`config.mk`:
```
export PLATFORM = sky130hd
export DESIGN_NAME = flash_poll_ctrl
export DESIGN_NICKNAME = d
export VERILOG_FILES = /design/src/rtl/fpoll_pkg.sv /design/src/rtl/fpoll_judge.sv /design/src/rtl/fpoll_counter.sv /design/src/rtl/flash_poll_ctrl.sv
export SDC_FILE = /design/constraint.sdc
export NUM_CORES = 1
export LEC_CHECK = 0
export BUFFER_PORTS_ARGS = -buffer_cell sky130_fd_sc_hd__buf_2
export CELL_PAD_IN_SITES_DETAIL_PLACEMENT = 1
export CELL_PAD_IN_SITES_GLOBAL_PLACEMENT = 1
export CORE_UTILIZATION = 34
export DETAILED_ROUTE_END_ITERATION = 10
export HOLD_SLACK_MARGIN = 0.05
export PLACE_DENSITY = 0.77
export SETUP_SLACK_MARGIN = 0.3
export SYNTH_ARGS = -nofsm -noshare
export SYNTH_HDL_FRONTEND = slang
export SYNTH_SLANG_ARGS = --single-unit
```
`constraint.sdc`:
```
create_clock -name clk -period 2.6 [get_ports clk]
set_clock_uncertainty 0.05 [all_clocks]
set_input_delay 0.26 -clock clk [delete_from_list [all_inputs] [get_ports clk]]
set_output_delay 0.26 -clock clk [all_outputs]
set_load 0.01 [all_outputs]
```
`src/rtl/fpoll_pkg.sv`:
```
package fpoll_pkg;

    localparam int TOGGLE_BIT = 6;
    localparam int POLL_BIT   = 7;

    typedef enum logic {
        POLL_TOGGLE = 1'b0,
        POLL_DQ7    = 1'b1
    } poll_mode_e;

    typedef enum logic {
        OP_PROGRAM = 1'b0,
        OP_ERASE   = 1'b1
    } op_kind_e;

    typedef enum logic [2:0] {
        ST_IDLE,
        ST_STAT_RD,
        ST_STAT_GAP,
        ST_CONF_GAP,
        ST_CONF_RD
    } fsm_e;

    typedef struct packed {
        poll_mode_e mode;
        op_kind_e   op;
        logic       exp7;
    } job_cfg_t;

    function automatic logic toggle_settled(input logic [7:0] prev_b, input logic [7:0] cur_b);
        return prev_b[TOGGLE_BIT] == cur_b[TOGGLE_BIT];
    endfunction

    function automatic logic dq7_settled(input job_cfg_t cfg, input logic [7:0] cur_b);
        if (cfg.op == OP_ERASE)
            return cur_b[POLL_BIT];
        return cur_b[POLL_BIT] == cfg.exp7;
    endfunction

endpackage

```
`src/rtl/fpoll_judge.sv`:
```
module fpoll_judge
    import fpoll_pkg::*;
(
    input  job_cfg_t   cfg,
    input  logic       have_prev,
    input  logic [7:0] prev_byte,
    input  logic [7:0] cur_byte,
    output logic       complete
);

    always_comb begin
        case (cfg.mode)
            POLL_TOGGLE: complete = have_prev && toggle_settled(prev_byte, cur_byte);
            POLL_DQ7:    complete = dq7_settled(cfg, cur_byte);
            default:     complete = 1'b0;
        endcase
    end

endmodule

```
`src/rtl/fpoll_counter.sv`:
```
module fpoll_counter #(
    parameter int CNT_W = 16
) (
    input  logic             clk,
    input  logic             rst,
    input  logic             clr,
    input  logic             inc,
    input  logic [CNT_W-1:0] limit,
    output logic             last
);

    localparam int EXT_W = CNT_W + 1;

    logic [CNT_W-1:0] count_q;
    logic [EXT_W-1:0] next_ext;

    assign next_ext = {1'b0, count_q} + EXT_W'(1);
    assign last     = next_ext >= {1'b0, limit};

    always_ff @(posedge clk) begin
        if (rst || clr)
            count_q <= '0;
        else if (inc)
            count_q <= next_ext[CNT_W-1:0];
    end

endmodule

```
`src/rtl/flash_poll_ctrl.sv`:
```
module flash_poll_ctrl
    import fpoll_pkg::*;
#(
    parameter int ADDR_W = 24,
    parameter int CNT_W  = 16
) (
    input  logic              clk,
    input  logic              rst,
    input  logic              start,
    input  logic              mode,
    input  logic              op_type,
    input  logic [ADDR_W-1:0] addr,
    input  logic [7:0]        exp_data,
    input  logic [CNT_W-1:0]  max_polls,
    output logic              rd_req,
    output logic [ADDR_W-1:0] rd_addr,
    input  logic [7:0]        rd_data,
    input  logic              rd_valid,
    output logic              busy,
    output logic              done,
    output logic              error,
    output logic [7:0]        final_data
);

    fsm_e              state_q;
    job_cfg_t          cfg_q;
    logic [ADDR_W-1:0] addr_q;
    logic [CNT_W-1:0]  limit_q;
    logic [7:0]        prev_q;
    logic              have_prev_q;
    logic              done_q;
    logic              err_q;
    logic [7:0]        final_q;
    logic              complete;
    logic              last_poll;
    logic              accept;
    logic              stat_miss;

    assign accept    = (state_q == ST_IDLE) && start;
    assign stat_miss = (state_q == ST_STAT_RD) && rd_valid && !complete;

    fpoll_judge u_judge (
        .cfg       (cfg_q),
        .have_prev (have_prev_q),
        .prev_byte (prev_q),
        .cur_byte  (rd_data),
        .complete  (complete)
    );

    fpoll_counter #(.CNT_W(CNT_W)) u_count (
        .clk   (clk),
        .rst   (rst),
        .clr   (accept),
        .inc   (stat_miss),
        .limit (limit_q),
        .last  (last_poll)
    );

    always_ff @(posedge clk) begin
        if (rst) begin
            state_q     <= ST_IDLE;
            cfg_q       <= '0;
            addr_q      <= '0;
            limit_q     <= '0;
            prev_q      <= '0;
            have_prev_q <= 1'b0;
            done_q      <= 1'b0;
            err_q       <= 1'b0;
            final_q     <= '0;
        end else begin
            done_q <= 1'b0;
            err_q  <= 1'b0;
            case (state_q)
                ST_IDLE: begin
                    if (start) begin
                        cfg_q.mode  <= poll_mode_e'(mode);
                        cfg_q.op    <= op_kind_e'(op_type);
                        cfg_q.exp7  <= exp_data[POLL_BIT];
                        addr_q      <= addr;
                        limit_q     <= max_polls;
                        have_prev_q <= 1'b0;
                        state_q     <= ST_STAT_RD;
                    end
                end
                ST_STAT_RD: begin
                    if (rd_valid) begin
                        if (complete) begin
                            state_q <= ST_CONF_GAP;
                        end else if (last_poll) begin
                            done_q  <= 1'b1;
                            err_q   <= 1'b1;
                            final_q <= rd_data;
                            state_q <= ST_IDLE;
                        end else begin
                            prev_q      <= rd_data;
                            have_prev_q <= 1'b1;
                            state_q     <= ST_STAT_GAP;
                        end
                    end
                end
                ST_STAT_GAP: state_q <= ST_STAT_RD;
                ST_CONF_GAP: state_q <= ST_CONF_RD;
                ST_CONF_RD: begin
                    if (rd_valid) begin
                        final_q <= rd_data;
                        done_q  <= 1'b1;
                        state_q <= ST_IDLE;
                    end
                end
                default: state_q <= ST_IDLE;
            endcase
        end
    end

    assign rd_req     = (state_q == ST_STAT_RD) || (state_q == ST_CONF_RD);
    assign rd_addr    = addr_q;
    assign busy       = state_q != ST_IDLE;
    assign done       = done_q;
    assign error      = err_q;
    assign final_data = final_q;

    AST_REQ_HOLD: assert property (@(posedge clk) disable iff (rst)
        rd_req && !rd_valid |=> rd_req && $stable(rd_addr));
    AST_READ_GAP: assert property (@(posedge clk) disable iff (rst)
        rd_req && rd_valid |=> !rd_req);
    AST_BUSY_IGNORE: assert property (@(posedge clk) disable iff (rst)
        busy && start |=> $stable(rd_addr));
    AST_CONFIRM_OK: assert property (@(posedge clk) disable iff (rst)
        (state_q == ST_CONF_RD) && rd_valid |=> done && !error);
    AST_ERR_WITH_DONE: assert property (@(posedge clk) disable iff (rst)
        error |-> done && !busy);
    AST_DONE_PULSE: assert property (@(posedge clk) disable iff (rst)
        done |=> !done);
    AST_TOGGLE_PAIR: assert property (@(posedge clk) disable iff (rst)
        complete && (cfg_q.mode == POLL_TOGGLE) |-> have_prev_q);

endmodule

```
==> metrics.md <==
| Metric | Value |
|---|---|
| Die Span Y | around 100 um |
| Hold WC Path Type | in -> reg |
| R2R Path Start | u_count.count_q[0]$_SDFFE_PP0P_ |
| Max stage delay cell, worst path | dfxtp_4 |
| Max VDD drop | slightly above 300 uV |
| Dpl hpwl | a little under 7 mm |
| Minimum clock period | 2.865 ns |
| Post-synth cell types | 40 |
| Hold_ws | about 0.08 ns |
| Reg2reg setup slack | -0.26 ns |
| Setup-failing EPs final | 13 |
| Mapped Avg Cell Area | 8.335 um2 |
| Post-Place Cells | ~670 |
| Detailed Route WL | 9.691 mm |
| Seq cells post-synth | 74 |
| Vias | ~3300 |
| Root Driver | clkbuf_8 |
| Slew @ Worst Pin | between 0.4 and 0.5 ns |
| Crit Path Category | reg -> reg |
| Post-synthesis mux area share | 3.101% |
| Largest family of logic cells by synthesized area | simple AND/OR/NAND/NOR gates |
| Core area | between 9000 and 10000 um2 |
| Gr ovfl total | 0 |
| Die X-Extent | roughly 100 um |
| FMAX | roughly 350 MHz |
| GR Util All Layers | a little under a fifth |
| WHS Endpoint | rd_addr[18]$_SDFFE_PP0P_ |
| Initial antenna violation count | 0 |
| First-pass GRT wire length | about 16 mm |
| Vias in the first global route | around 3500 |
| Final Non-Filler Cells | about 700 |
| Hold path startpoint | addr[18] |
| Initial drt markers | 96 |
| Synth Area in Adders | 5.990% |
| Hold Path Cell Cnt | 3 |
| Synthesized instance count | about 430 |
| WP data arrival | roughly 3.1 ns |
| Slew margin rel. | 72.16% |
| Routed Antenna Nets | 0 |
| Largest net degree at the start of global routing | 39 |
| Initial core utilization | about 36% |
| Crit-path max FO | 9 |
| Total CTS buffers | 9 |
| Die ar. | between 10000 and 15000 um2 |
| Synth async-reset ratio | 0% |
| Drt drc | 0 |
| Max Root-Sink Buffers | 2 |
| Syn Nets | ~510 |
| Drt wl/cell | between 10 and 15 um |
| Post-Synth Simple-Gate Area | ~25% |
| Critical Path RT | 2.84 ns |
| Layout Nets | about 630 |
| CTS clk-pin slew, worst paths | around 0.090 ns |
| Final WS setup | -0.2650 ns |
| Worst R2R Path Depth | 13 |
| DR vias/cell | 4.734 |
| # diodes | 0 |
| Top-Level Pins | 98 |
| Final hold vios | 0 |
| Failing checks | negative setup slack |
| Pwr/cell area | between 500 and 600 nW/um2 |
| Max_cap viols | 0 |
| Worst-Skew Late Latency | 0.36 ns |
| Synthesis Warnings | 0 |
| Share of cells above drive strength 1 | around a third |
| Slowest stage delay, CP | roughly 0.37 ns |
| Cell area after synthesis | between 3000 and 4000 um2 |
| Status | complete, but fails checks |
| Placer Congestion | ~0.78 |
| IO buf count | 90 |
| Leakage | around 2.2 nW |
| Xor and xnor fraction of the mapped netlist area | around 8% |
| CTS tree | yes |
| Compound-Gate Fraction of Synth Area | between 10% and 20% |
| Final total power | between 2 and 3 mW |
| Drt first pass iters | 4 |
| Period utilisation layout | 110.2% |
| Startpoint types | flip-flop |
| Post-route core utilization | 47.27% |
| Capture point of the worst reg-to-reg path | final_data[2]$_SDFFE_PP0P_ |
| RSZ-0062 raised after global routing | yes |
| Most used DFF post-synth | dfxtp_1 |
| Post-synth EDFFs | 0 |
| Layout Area Growth over Synthesis | 32.52% |
| Setup TNS | -3.070 ns |
| FP Rows | 36 |
| Htree depth | 3 |
| Crit path capture type | flip-flop |
| Slew Limit Fails | 0 |
| Sequential-to-total area share from yosys stat | between 40% and 50% |
| CP Cell Sequence | ha_4 > and3_4 > and2_4 > nand2_4 > nor2_4 > xor2_1 > ha_1 > a21o_1 > a221oi_2 > nand4_2 > a32oi_2 > buf_12 > mux2i_1 |
| Clock tree sinks | between 70 and 80 |
[timing repair]
| action | in CTS | in global routing |
|---|---|---|
| hold buffers | 0 | 0 |
| pin swaps | 11 | 4 |
| gates resized for setup | 12 | 3 |
| setup endpoints to repair | 13 | 13 |
| buffers inserted | 4 | 2 |
[how the worst max path moves through the flow]
| stage | startpoint | end | cells after the start |
|---|---|---|---|
| after floorplan | u_count.count_q[0]$_SDFFE_PP0P_ | final_data[0]$_SDFFE_PP0P_ | 14 |
| after global placement | u_count.count_q[0]$_SDFFE_PP0P_ | final_data[1]$_SDFFE_PP0P_ | 12 |
| after detailed placement | u_count.count_q[1]$_SDFFE_PP0P_ | final_data[2]$_SDFFE_PP0P_ | 12 |
| after CTS | u_count.count_q[0]$_SDFFE_PP0P_ | final_data[2]$_SDFFE_PP0P_ | 13 |
| after global routing | u_count.count_q[1]$_SDFFE_PP0P_ | final_data[0]$_SDFFE_PP0P_ | 13 |
| final | u_count.count_q[0]$_SDFFE_PP0P_ | final_data[2]$_SDFFE_PP0P_ | 13 |
[cells in the final DEF (no fill, tap or decap), drive strengths merged, types with 2 or more instances in the layout]
cell type    n
and2         3
nor2        26
a211oi       2
clkinvlp     2
a21oi       50
nor3         2
and4         2
mux2i       11
and3         7
ha          17
clkinv       2
xor2        19
nand3        9
inv         19
clkbuf       9
dfxtp       74
a221oi       2
nand4        8
buf        136
o21ai        3
nand2      104
nand2b      20
xnor2       13
nor2b        4
[cell usage after synthesis (all sizes together), types with 4 or more instances]
cell | instances | share of area, %
a21oi | 50 | 7.0
and3 | 7 | 1.4
buf | 12 | 2.4
clkbuf | 12 | 1.3
dfxtp | 74 | 42
ha | 17 | 6.0
inv | 17 | 1.8
mux2i | 11 | 3.1
nand2 | 104 | 11
nand2b | 20 | 3.5
nand3 | 9 | 1.6
nand4 | 8 | 1.8
nor2 | 26 | 3.1
nor2b | 4 | 0.70
xnor2 | 13 | 3.2
xor2 | 19 | 4.7
[worst max-delay path, delay by kind of cell, from the launching register on]
family | cells | cell delay (ns)
compound gates | 3 | 0.73
xor+xnor | 1 | 0.14
fa+ha+maj | 2 | 0.47
buf+inv | 1 | 0.17
flops | 1 | 0.37
mux | 1 | 0.18
simple gates | 5 | 0.68
[power by group]
group	internal, mW	switching, mW	total, mW
combinational	0.172	0.236	0.408
clock	0.450	0.474	0.924
sequential	1.19	0.0328	1.22
total	1.81	0.743	2.55
[flip-flops by register name (all words and copies together) (netlist names)]
signal           cells
final_data           8
cfg_q                3
limit_q             16
state_q              3
have_prev_q          1
rd_addr             24
u_count.count_q     16
done                 1
error                1
prev_q               1
[layout make-up]
cell class / count / area [um2]
Clock buffer: 9 / 123.9
Clock inverter: 7 / 76.32
Fill cell: 1235 / 5249
Inverter: 17 / 63.81
Multi-Input combinational cell: 311 / 1977
Sequential cell: 74 / 1486
Tap cell: 133 / 166.4
Timing Repair Buffer: 136 / 812.0
[logic make-up after synthesis]
| family | Yosys count |
|---|---|
| buffers and inverters | 41 |
| flip-flops | 74 |
| AND/OR/NAND/NOR | 187 |
| adder cells (fa/ha/maj) | 17 |
| XOR/XNOR | 32 |
| multiplexers | 11 |
| AO/OA/AOI/OAI | 64 |
[through the flow]
step           setup slack (ns)  area (um2)
2_1_floorplan           -0.1032        3593
3_3_place_gp            -0.1337        4393
3_5_place_dp            -0.2535        4393
4_1_cts                 -0.2399        4677
5_1_grt                 -0.4667        4706
6_report                -0.2650        4706
[layer usage]
metal / vias to the layer above / wire (um) / global-route usage (%)
met2: 64 / 4965 / 32.48
li1: 1631 / - / -
met4: 0 / 132 / 6.735
met3: 12 / 527 / 4.198
met5: - / 0 / 0
met1: 1545 / 4065 / 21.88
No activity file was read; power rests on OpenSTA's default activity.
